File: src/rtl/idscan_pkg.sv
package idscan_pkg;

  localparam int WORD_W      = 32;
  localparam int RESET_EDGES = 5;
  localparam int NAV_EDGES   = 4;
  localparam int PRE_EDGES   = RESET_EDGES + NAV_EDGES;
  localparam int ALL_EDGES   = PRE_EDGES + WORD_W;
  localparam int EDGE_W      = $clog2(ALL_EDGES + 1);

  typedef enum logic [2:0] {
    SW_IDLE, SW_CHECK, SW_RUN, SW_HOLD, SW_NEXT, SW_END
  } sweep_state_t;

  typedef enum logic [1:0] {
    TQ_IDLE, TQ_LOW, TQ_HIGH
  } tseq_state_t;

  // Mode-select level presented before rising edge number e.
  function automatic logic tms_level(input logic [EDGE_W-1:0] e);
    if (e < EDGE_W'(RESET_EDGES))       return 1'b1;
    else if (e == EDGE_W'(RESET_EDGES + 1)) return 1'b1;
    else                                 return 1'b0;
  endfunction

  function automatic logic word_plausible(input logic [WORD_W-1:0] w);
    return w[0] && (w != {WORD_W{1'b1}});
  endfunction

endpackage

File: src/rtl/idscan_clkdiv.sv
module idscan_clkdiv #(
  parameter int DIVW = 8
) (
  input  logic            clk,
  input  logic            rst,
  input  logic            run,
  input  logic [DIVW-1:0] div,
  output logic            tick
);
  localparam int CW = DIVW + 1;

  logic [CW-1:0] cnt;
  logic [CW-1:0] lim;

  assign lim = {1'b0, div} + CW'(1);

  always_ff @(posedge clk) begin
    if (rst || !run) begin
      cnt  <= '0;
      tick <= 1'b0;
    end else if (cnt == lim) begin
      cnt  <= '0;
      tick <= 1'b1;
    end else begin
      cnt  <= cnt + CW'(1);
      tick <= 1'b0;
    end
  end
endmodule

File: src/rtl/idscan_tapseq.sv
module idscan_tapseq
  import idscan_pkg::*;
(
  input  logic              clk,
  input  logic              rst,
  input  logic              go,
  input  logic              tick,
  input  logic              tdo_in,
  output logic              run,
  output logic              tck,
  output logic              tms,
  output logic              fin,
  output logic [WORD_W-1:0] word
);
  tseq_state_t       st;
  logic [EDGE_W-1:0] edge_n;

  assign run = (st != TQ_IDLE);

  always_ff @(posedge clk) begin
    if (rst) begin
      st     <= TQ_IDLE;
      edge_n <= '0;
      tck    <= 1'b0;
      tms    <= 1'b0;
      fin    <= 1'b0;
      word   <= '0;
    end else begin
      fin <= 1'b0;
      unique case (st)
        TQ_IDLE: begin
          if (go) begin
            st     <= TQ_LOW;
            edge_n <= '0;
            tck    <= 1'b0;
            tms    <= tms_level('0);
            word   <= '0;
          end
        end
        TQ_LOW: begin
          if (tick) begin
            tck <= 1'b1;
            if (edge_n >= EDGE_W'(PRE_EDGES))
              word <= {tdo_in, word[WORD_W-1:1]};
            st <= TQ_HIGH;
          end
        end
        TQ_HIGH: begin
          if (tick) begin
            tck <= 1'b0;
            if (edge_n == EDGE_W'(ALL_EDGES - 1)) begin
              st  <= TQ_IDLE;
              fin <= 1'b1;
            end else begin
              edge_n <= edge_n + EDGE_W'(1);
              tms    <= tms_level(edge_n + EDGE_W'(1));
              st     <= TQ_LOW;
            end
          end
        end
        default: st <= TQ_IDLE;
      endcase
    end
  end
endmodule

File: src/rtl/idscan_perm.sv
module idscan_perm #(
  parameter int IW   = 3,
  parameter int CNTW = 4
) (
  input  logic            clk,
  input  logic            rst,
  input  logic            init,
  input  logic            step,
  input  logic [CNTW-1:0] count,
  output logic [IW-1:0]   ck_idx,
  output logic [IW-1:0]   ms_idx,
  output logic [IW-1:0]   do_idx,
  output logic            distinct,
  output logic            last
);
  logic [CNTW-1:0] top_idx;
  logic ck_top, ms_top, do_top;

  assign top_idx  = count - CNTW'(1);
  assign ck_top   = (CNTW'(ck_idx) == top_idx);
  assign ms_top   = (CNTW'(ms_idx) == top_idx);
  assign do_top   = (CNTW'(do_idx) == top_idx);
  assign last     = ck_top && ms_top && do_top;
  assign distinct = (ck_idx != ms_idx) && (ms_idx != do_idx) && (ck_idx != do_idx);

  always_ff @(posedge clk) begin
    if (rst || init) begin
      ck_idx <= '0;
      ms_idx <= '0;
      do_idx <= '0;
    end else if (step) begin
      if (do_top) begin
        do_idx <= '0;
        if (ms_top) begin
          ms_idx <= '0;
          if (!ck_top) ck_idx <= ck_idx + IW'(1);
        end else begin
          ms_idx <= ms_idx + IW'(1);
        end
      end else begin
        do_idx <= do_idx + IW'(1);
      end
    end
  end
endmodule

File: src/rtl/idscan_pins.sv
module idscan_pins #(
  parameter int NCH  = 8,
  parameter int IW   = 3,
  parameter int CNTW = 4
) (
  input  logic            clk,
  input  logic            rst,
  input  logic            active,
  input  logic [CNTW-1:0] count,
  input  logic [IW-1:0]   ck_idx,
  input  logic [IW-1:0]   ms_idx,
  input  logic [IW-1:0]   do_idx,
  input  logic            tck,
  input  logic            tms,
  input  logic [NCH-1:0]  pin_in,
  output logic [NCH-1:0]  pin_oe,
  output logic [NCH-1:0]  pin_out,
  output logic            tdo_sync
);
  logic sync_a;

  for (genvar c = 0; c < NCH; c++) begin : g_ch
    localparam logic [CNTW-1:0] CPOS = CNTW'(c);
    localparam logic [IW-1:0]   CIDX = IW'(c);
    always_ff @(posedge clk) begin
      if (rst || !active || (CPOS >= count) || (CIDX == do_idx)) begin
        pin_oe[c]  <= 1'b0;
        pin_out[c] <= 1'b0;
      end else if (CIDX == ck_idx) begin
        pin_oe[c]  <= 1'b1;
        pin_out[c] <= tck;
      end else if (CIDX == ms_idx) begin
        pin_oe[c]  <= 1'b1;
        pin_out[c] <= tms;
      end else begin
        pin_oe[c]  <= 1'b1;
        pin_out[c] <= 1'b1;
      end
    end
  end

  always_ff @(posedge clk) begin
    if (rst) begin
      sync_a   <= 1'b1;
      tdo_sync <= 1'b1;
    end else begin
      sync_a   <= pin_in[do_idx];
      tdo_sync <= sync_a;
    end
  end
endmodule

File: src/rtl/idscan_top.sv
module idscan_top
  import idscan_pkg::*;
#(
  parameter int NCH  = 8,
  parameter int DIVW = 8,
  parameter int IW   = $clog2(NCH),
  parameter int CNTW = $clog2(NCH + 1)
) (
  input  logic              clk,
  input  logic              rst,
  input  logic              start,
  input  logic [CNTW-1:0]   chan_count,
  input  logic [DIVW-1:0]   tck_div,
  input  logic [NCH-1:0]    pin_in,
  output logic [NCH-1:0]    pin_oe,
  output logic [NCH-1:0]    pin_out,
  output logic              res_valid,
  input  logic              res_ready,
  output logic [IW-1:0]     res_tck_ch,
  output logic [IW-1:0]     res_tms_ch,
  output logic [IW-1:0]     res_tdo_ch,
  output logic [WORD_W-1:0] res_word,
  output logic              done
);
  sweep_state_t    st;
  logic [CNTW-1:0] count_q;
  logic [IW-1:0]   ck_idx, ms_idx, do_idx;
  logic            distinct, last;
  logic            perm_init, perm_step;
  logic            go, seq_run, tick, fin;
  logic            tck_lvl, tms_lvl, tdo_sync;
  logic [WORD_W-1:0] cap_word;
  logic            too_few;

  assign too_few   = (chan_count < CNTW'(3));
  assign perm_init = (st == SW_IDLE) && start && !too_few;
  assign perm_step = ((st == SW_CHECK) && !distinct && !last) ||
                     ((st == SW_NEXT) && !last);

  idscan_perm #(.IW(IW), .CNTW(CNTW)) u_perm (
    .clk(clk), .rst(rst), .init(perm_init), .step(perm_step), .count(count_q),
    .ck_idx(ck_idx), .ms_idx(ms_idx), .do_idx(do_idx),
    .distinct(distinct), .last(last)
  );

  idscan_clkdiv #(.DIVW(DIVW)) u_div (
    .clk(clk), .rst(rst), .run(seq_run), .div(tck_div), .tick(tick)
  );

  idscan_tapseq u_seq (
    .clk(clk), .rst(rst), .go(go), .tick(tick), .tdo_in(tdo_sync),
    .run(seq_run), .tck(tck_lvl), .tms(tms_lvl), .fin(fin), .word(cap_word)
  );

  idscan_pins #(.NCH(NCH), .IW(IW), .CNTW(CNTW)) u_pins (
    .clk(clk), .rst(rst), .active(st != SW_IDLE), .count(count_q),
    .ck_idx(ck_idx), .ms_idx(ms_idx), .do_idx(do_idx),
    .tck(tck_lvl), .tms(tms_lvl), .pin_in(pin_in),
    .pin_oe(pin_oe), .pin_out(pin_out), .tdo_sync(tdo_sync)
  );

  always_ff @(posedge clk) begin
    if (rst) begin
      st         <= SW_IDLE;
      count_q    <= '0;
      go         <= 1'b0;
      done       <= 1'b0;
      res_valid  <= 1'b0;
      res_tck_ch <= '0;
      res_tms_ch <= '0;
      res_tdo_ch <= '0;
      res_word   <= '0;
    end else begin
      go   <= 1'b0;
      done <= 1'b0;
      unique case (st)
        SW_IDLE: begin
          if (start) begin
            count_q <= (chan_count > CNTW'(NCH)) ? CNTW'(NCH) : chan_count;
            if (too_few) done <= 1'b1;
            else         st   <= SW_CHECK;
          end
        end
        SW_CHECK: begin
          if (distinct) begin
            go <= 1'b1;
            st <= SW_RUN;
          end else if (last) begin
            st <= SW_END;
          end
        end
        SW_RUN: begin
          if (fin) begin
            if (word_plausible(cap_word)) begin
              res_valid  <= 1'b1;
              res_tck_ch <= ck_idx;
              res_tms_ch <= ms_idx;
              res_tdo_ch <= do_idx;
              res_word   <= cap_word;
              st         <= SW_HOLD;
            end else begin
              st <= SW_NEXT;
            end
          end
        end
        SW_HOLD: begin
          if (res_ready) begin
            res_valid <= 1'b0;
            st        <= SW_NEXT;
          end
        end
        SW_NEXT: st <= last ? SW_END : SW_CHECK;
        SW_END: begin
          done <= 1'b1;
          st   <= SW_IDLE;
        end
        default: st <= SW_IDLE;
      endcase
    end
  end
endmodule

File: config.mk
export PLATFORM = sky130hd
export DESIGN_NAME = idscan_top
export DESIGN_NICKNAME = d
export VERILOG_FILES = /design/src/rtl/idscan_pkg.sv /design/src/rtl/idscan_clkdiv.sv /design/src/rtl/idscan_tapseq.sv /design/src/rtl/idscan_perm.sv /design/src/rtl/idscan_pins.sv /design/src/rtl/idscan_top.sv
export SDC_FILE = /design/constraint.sdc
export NUM_CORES = 1
export LEC_CHECK = 0
export CAP_MARGIN = 40
export CORE_UTILIZATION = 45
export DETAILED_ROUTE_END_ITERATION = 6
export PLACE_DENSITY = 0.75
export SLEW_MARGIN = 15
export SYNTH_ARGS = -nofsm -noshare
export SYNTH_HDL_FRONTEND = slang
export SYNTH_SLANG_ARGS = --single-unit
File: constraint.sdc
create_clock -name clk -period 3.1 [get_ports clk]
set_input_delay 0.31 -clock clk [delete_from_list [all_inputs] [get_ports clk]]
set_output_delay 0.31 -clock clk [all_outputs]
set_load 0.05 [all_outputs]
After elaboration in Yosys (flattened, before gate mapping)
Cells that the tools add are included.

word-level totals
  bits in registers = 131
  bits of input ports = 24
  output and inout port bits = 59
  word-level logic and storage cells = 241

cells by class
  add/subtract/negate cells = 7
  $lt $le $gt $ge = 13
  equality and inequality tests = 49
  muxes and demuxes = 71
  bitwise gates (word level) = 4
  reduce and logical (&&, ||, !) cells = 59

operators by type and width
  cell                    number
  $mux W32                3
  $pmux W32 S2            1
  $mux W1                 42
  $eq A3 B3 Y1 const A    12
  $ne A32 B32 Y1 const B  1
  $mux W3                 10
  $logic_or A1 B1 Y1      20
  $reduce_and A4 Y1       5
  $eq A2 B3 Y1 const A    6
  $mux W6                 3
  $ge A3 B4 Y1 const A    4
  $ne A2 B2 Y1 const B    8
  $pmux W3 S5             1
  $eq A3 B4 Y1            3
  $logic_not A3 Y1        4
  $pmux W6 S2             1
  $logic_and A1 B1 Y1     10
  $add A3 B1 Y3 const B   3
  $add A8 B1 Y9 const B   1
  $add A9 B1 Y9 const B   1
  $eq A1 B3 Y1 const A    3
  $eq A9 B9 Y1            1
  $ne A3 B3 Y1            3
  $ge A1 B4 Y1 const A    2
  33 further kinds        55

Depth between registers and ports, before layout
  word-level depth = 8
  mapped depth = 9
  mapped depth without buffers = 8

Hierarchy
From an unflattened synthesis, not the netlist that was laid out.

unflattened totals
  cells, all modules = 775
  area, all modules = 6672.6 um^2

modules (own cells, without submodules)
  module         instances  cells each  area each (um^2)  sequential area each (um^2)
  idscan_top     1          259         2280.9            1021.0
  idscan_tapseq  1          239         1960.6            860.8
  idscan_pins    1          84          854.6             360.3
  idscan_perm    1          99          807.0             180.2
  idscan_clkdiv  1          94          769.5             200.2

Worst setup path before layout
No wires, ideal clock.

  kind = flip-flop to flip-flop
  start point = register count_q[0]
  end point = register u_perm.ms_idx[0]
  setup time = 72 ps
  arrival time = 2169 ps
  required time = 3028 ps
  path slack = 859 ps
  stages on the path, launching flop included = 10
  path buffers = 1
  clock period less this slack = 2241 ps
  cell sequence = dfxtp_1 buf_2 inv_1 ha_1 xnor2_1 nor2_1 nor4bb_1 inv_1 nor2_1 mux2i_1

between the ends
  cells in the longest elaborated chain, start to end = 8
  elaborated cells on any way between the ends = 12
  classes of those cells = add/sub: 1; eq/ne: 3; mux: 1; reduce/logical: 7

ends and longest elaborated chain
  item                                    line                                  source
  start, declared                         idscan_top.sv:26                      logic [CNTW-1:0] count_q;
  start signal, assigned                  idscan_top.sv:79                      count_q <= (chan_count > CNTW'(NCH)) ? CNTW'(NCH) : chan_count;
  $sub A4 B1 Y4 *                         idscan_perm.sv:19                     assign top_idx = count - CNTW'(1);
  $eq A3 B4 Y1 (on tied branches)         idscan_perm.sv:20, idscan_perm.sv:21
  $logic_and A1 B1 Y1 (2 in a row)        idscan_perm.sv:23                     assign last = ck_top && ms_top && do_top;
  $logic_not A1 Y1                        idscan_top.sv:37, idscan_top.sv:38
  $logic_and A1 B1 Y1 (on tied branches)  idscan_top.sv:37, idscan_top.sv:38
  $logic_or A1 B1 Y1                      idscan_top.sv:37                      assign perm_step = ((st == SW_CHECK) && !distinct && !last) ||
  $reduce_and A2 Y1 (no line)             --
  end signal, assigned                    idscan_perm.sv:38                     ms_idx <= ms_idx + IW'(1);
  end, declared                           idscan_perm.sv:11                     output logic [IW-1:0] ms_idx,

Mark *: on every way between the ends. The rest lies on a longest branch, timed or not.
A chain may end at the register's enable or synchronous reset.

Worst setup path in the final report
  start point = register count_q[0]
  end point = register u_perm.ck_idx[2]

between the ends
  cells in the longest elaborated chain, start to end = 8
  elaborated cells on any way between the ends = 12
  classes of those cells = add/sub: 1; eq/ne: 3; bitwise: 1; reduce/logical: 7

ends and longest elaborated chain
  item                                    line                                  source
  $sub A4 B1 Y4 *                         idscan_perm.sv:19
  $eq A3 B4 Y1 (on tied branches)         idscan_perm.sv:20, idscan_perm.sv:21
  $logic_and A1 B1 Y1 (2 in a row)        idscan_perm.sv:23
  $logic_not A1 Y1                        idscan_top.sv:37, idscan_top.sv:38
  $logic_and A1 B1 Y1 (on tied branches)  idscan_top.sv:37, idscan_top.sv:38
  $logic_or A1 B1 Y1                      idscan_top.sv:37
  $reduce_and A4 Y1 (no line) *           --
  end signal, assigned                    idscan_perm.sv:36                     if (!ck_top) ck_idx <= ck_idx + IW'(1);
  end, declared                           idscan_perm.sv:10                     output logic [IW-1:0] ck_idx,

Marked as above.

==> reports/qor.yml <==
placement:
  io_buffers: 82
  dp_hpwl_um: 9640
  dpl_cell_area_mm2: 0.00711
  gp_congestion: 0.882
pwr:
  ir_drop_mv: 0.301
  power_mw: 4.23
  power_switching_share: 0.265
  p_int_mw: 3.11
  comb_power_share: 0.118
  p_leak_nw: 2.71
  power_frac_clock: 0.459
  p_per_area_mw_per_mm2: 549
  power_switching_mw: 1.12
  pwr-share-seq: 0.423
global_route:
  grt_usage: 0.209
  grt_overflow: 0
  grt_pass1_wl_um: 24000
  grt_max_degree: 66
  antenna_found_initial: 0
  first_global_vias: 5048
outcome:
  status: "finished, final reports clean"
floorplan:
  die_area_mm2: 0.0142
  start_util: 0.465
  die_height_um: 119
  num_rows: 42
  coreArea_mm2: 0.0133
  io_pins: 83
  die_w_um: 119
route:
  routed_wl_um: 14200
  viasPerCell: 5.38
  vias: 5121
  drtAntennaViolNets: 0
  wl_per_cell_um: 14.9
  drtPass1Iterations: 7
  drtIter0Drc: 377
  drc: 0
sta:
  slew_headroom: 0.557
  worst_slew_pin_slew_ns: 0.663
  fin_skew_ns: 0.00895
  tns_ns: 0
  final_hold_viol_count: 0
  setup_viol: 0
  maxSlewViolCount: 0
  fmax_mhz: 395
  finalCritPeriodShare: 0.818
  min_period_ns: 2.53
  rsz0062_at_grt: "false"
critical_path:
  start_kind: "register"
  cp.arrival_ns: 2.84
  critPathKind: "reg -> reg"
  required_ns: 3.40
  critPathCaptureType: "register"
  crit_fanout: 9
cells_and_area:
  syn2layout_area_growth_pct: 24.7
  layout_common_cells: "dfxtp_1 (131), clkdlybuf4s50_1 (81), nor2_1 (75)"
  n_antenna_cell: 0
  final_area_mm2: 0.00770
  final_common_cell: "dfxtp_1"
  drive_above_1_share: 0.0773
  fin_nets: 816
cts:
  cts_tree: "built"
  path_clk_slew_ns: 0.06
  clock_latency_ns: 0.42
  cts.sinks: 131
  cts.htree.levels: 4
  clk_path_buf_depth: 2
  cts_resized: 0
  post_cts_buffers: 0
  hold_buffers: 0
  root_buffer: "clkbuf_16"
  cts_buffers: 17
yosys:
  syn_area_per_cell_um2: 8.84
  synth_cell_types: 51
  synth-seq-area-share: 0.425
  syn_area_mm2: 0.00618
  yosys_warnings: 0
  ys.flop_type: "dfxtp_1"
  synth-edff-count: 0
  syn_inst: 699
  synth_nets: 752
  ys_async_sr_fraction: 0
  yosys_register_bits: 131
run:
  maxCapViolations: 0
min_path:
  hold_path_class: "in -> reg"
[cells by family (layout without fill, tap and decap cells)]
logic type,after synthesis,count (layout),synth area share
AND/OR/NAND/NOR,272,272,0.210
adder cells (fa/ha/maj),30,30,0.0604
AO/OA/AOI/OAI,106,106,0.113
multiplexers,52,52,0.0883
XOR/XNOR,39,39,0.0577
buffers and inverters,69,146,0.0464
flip-flops,131,131,0.425
[sequential cells by signal (all words and copies together) (netlist names), 2 cells and up]
register	count
count_q	4
u_perm.ck_idx	3
res_word	32
u_pins.pin_oe	8
u_perm.do_idx	3
res_tck_ch	3
u_seq.edge_n	6
res_tms_ch	3
u_seq.st	2
u_perm.ms_idx	3
res_tdo_ch	3
u_pins.pin_out	8
u_div.cnt	9
st	3
u_seq.word	32
[power groups by stage]
stage                     sequential [mW]  combinational [mW]  clock (mW)
after floorplan                      1.82               0.365           0
after global placement               1.82               0.473           0
after detailed placement             1.82               0.488           0
after CTS                            1.78               0.495        1.97
after global routing                 1.79               0.542        2.05
final                                1.79               0.500        1.94
[worst paths after layout]
| kind | cells after the start | to | slack (ns) | from |
|---|---|---|---|---|
| max | 8 | u_perm.ck_idx[2]$_SDFFE_PP0P_ | 0.57 | count_q[0]$_SDFFE_PP0P_ |
| min | 3 | u_seq.st[1]$_SDFFE_PP0P_ | 0.41 | rst |
| max reg2reg | 8 | u_perm.ck_idx[2]$_SDFFE_PP0P_ | 0.57 | count_q[0]$_SDFFE_PP0P_ |
| min reg2reg | 1 | u_pins.tdo_sync$_SDFF_PP1_ | 0.42 | u_pins.sync_a$_SDFF_PP1_ |
[synth_stat cells (3+ instances only)]
cell        n  area [µm²]
dfxtp_1   131        2620
nor2_1     75         282
nand2_1    67         251
a21oi_1    56         280
nand3_1    51         255
mux2i_1    50         500
clkbuf_1   30         113
ha_1       29         363
inv_1      23        86.3
xnor2_1    22         193
nor3_1     18        90.1
xor2_1     16         140
buf_2      10        50.1
nand4_1    10        62.6
o21ai_0    10        50.1
nor2b_1     9        56.3
a211oi_1    8        60.1
nand2b_1    7        43.8
nand3b_1    7        52.6
or2_2       6        37.5
nor4_1      5        31.3
o211a_1     5        50.1
a311oi_1    4        35.0
buf_4       4        30.0
nor3b_1     4        30.0
or3_1       4        25.0
a221oi_1    3        26.3
and2_1      3        18.8
o21bai_1    3        22.5
[area by class of cell]
| cell class | instances | area (µm²) |
|---|---|---|
| Clock inverter | 12 | 120 |
| Multi-Input combinational cell | 499 | 3290 |
| Inverter | 23 | 86.3 |
| Fill cell | 1128 | 5590 |
| Clock buffer | 20 | 467 |
| Tap cell | 176 | 220 |
| Timing Repair Buffer | 91 | 896 |
| Sequential cell | 131 | 2620 |
[routing by layer]
metal  up-vias  routed length (µm)  global-route usage
li1       2542                   -                   -
met1      2402                6370               0.260
met2       154                6930               0.350
met3        23                 658              0.0445
met4         0                 238              0.0839
met5         -                   0                   0
[per-stage QoR]
step	hold slack (ns)	utilization	setup slack, ns	std cells
after floorplan	0.389	-	0.859	699
after global placement	0.403	0.535	0.448	920
after detailed placement	0.398	0.535	0.314	920
after CTS	0.396	0.579	0.598	952
after global routing	0.432	0.579	0.341	952
final	0.405	0.579	0.565	952
[critical path, stage by stage, from the launching register on]
cell	delay, ns
dfxtp_1	0.54
inv_1	0.12
ha_1	0.29
xor2_1	0.36
mux2i_1	0.28
nand3_1	0.12
nor3_2	0.35
nor2_1	0.07
a211oi_1	0.30
(Power assumes the default switching activity.)
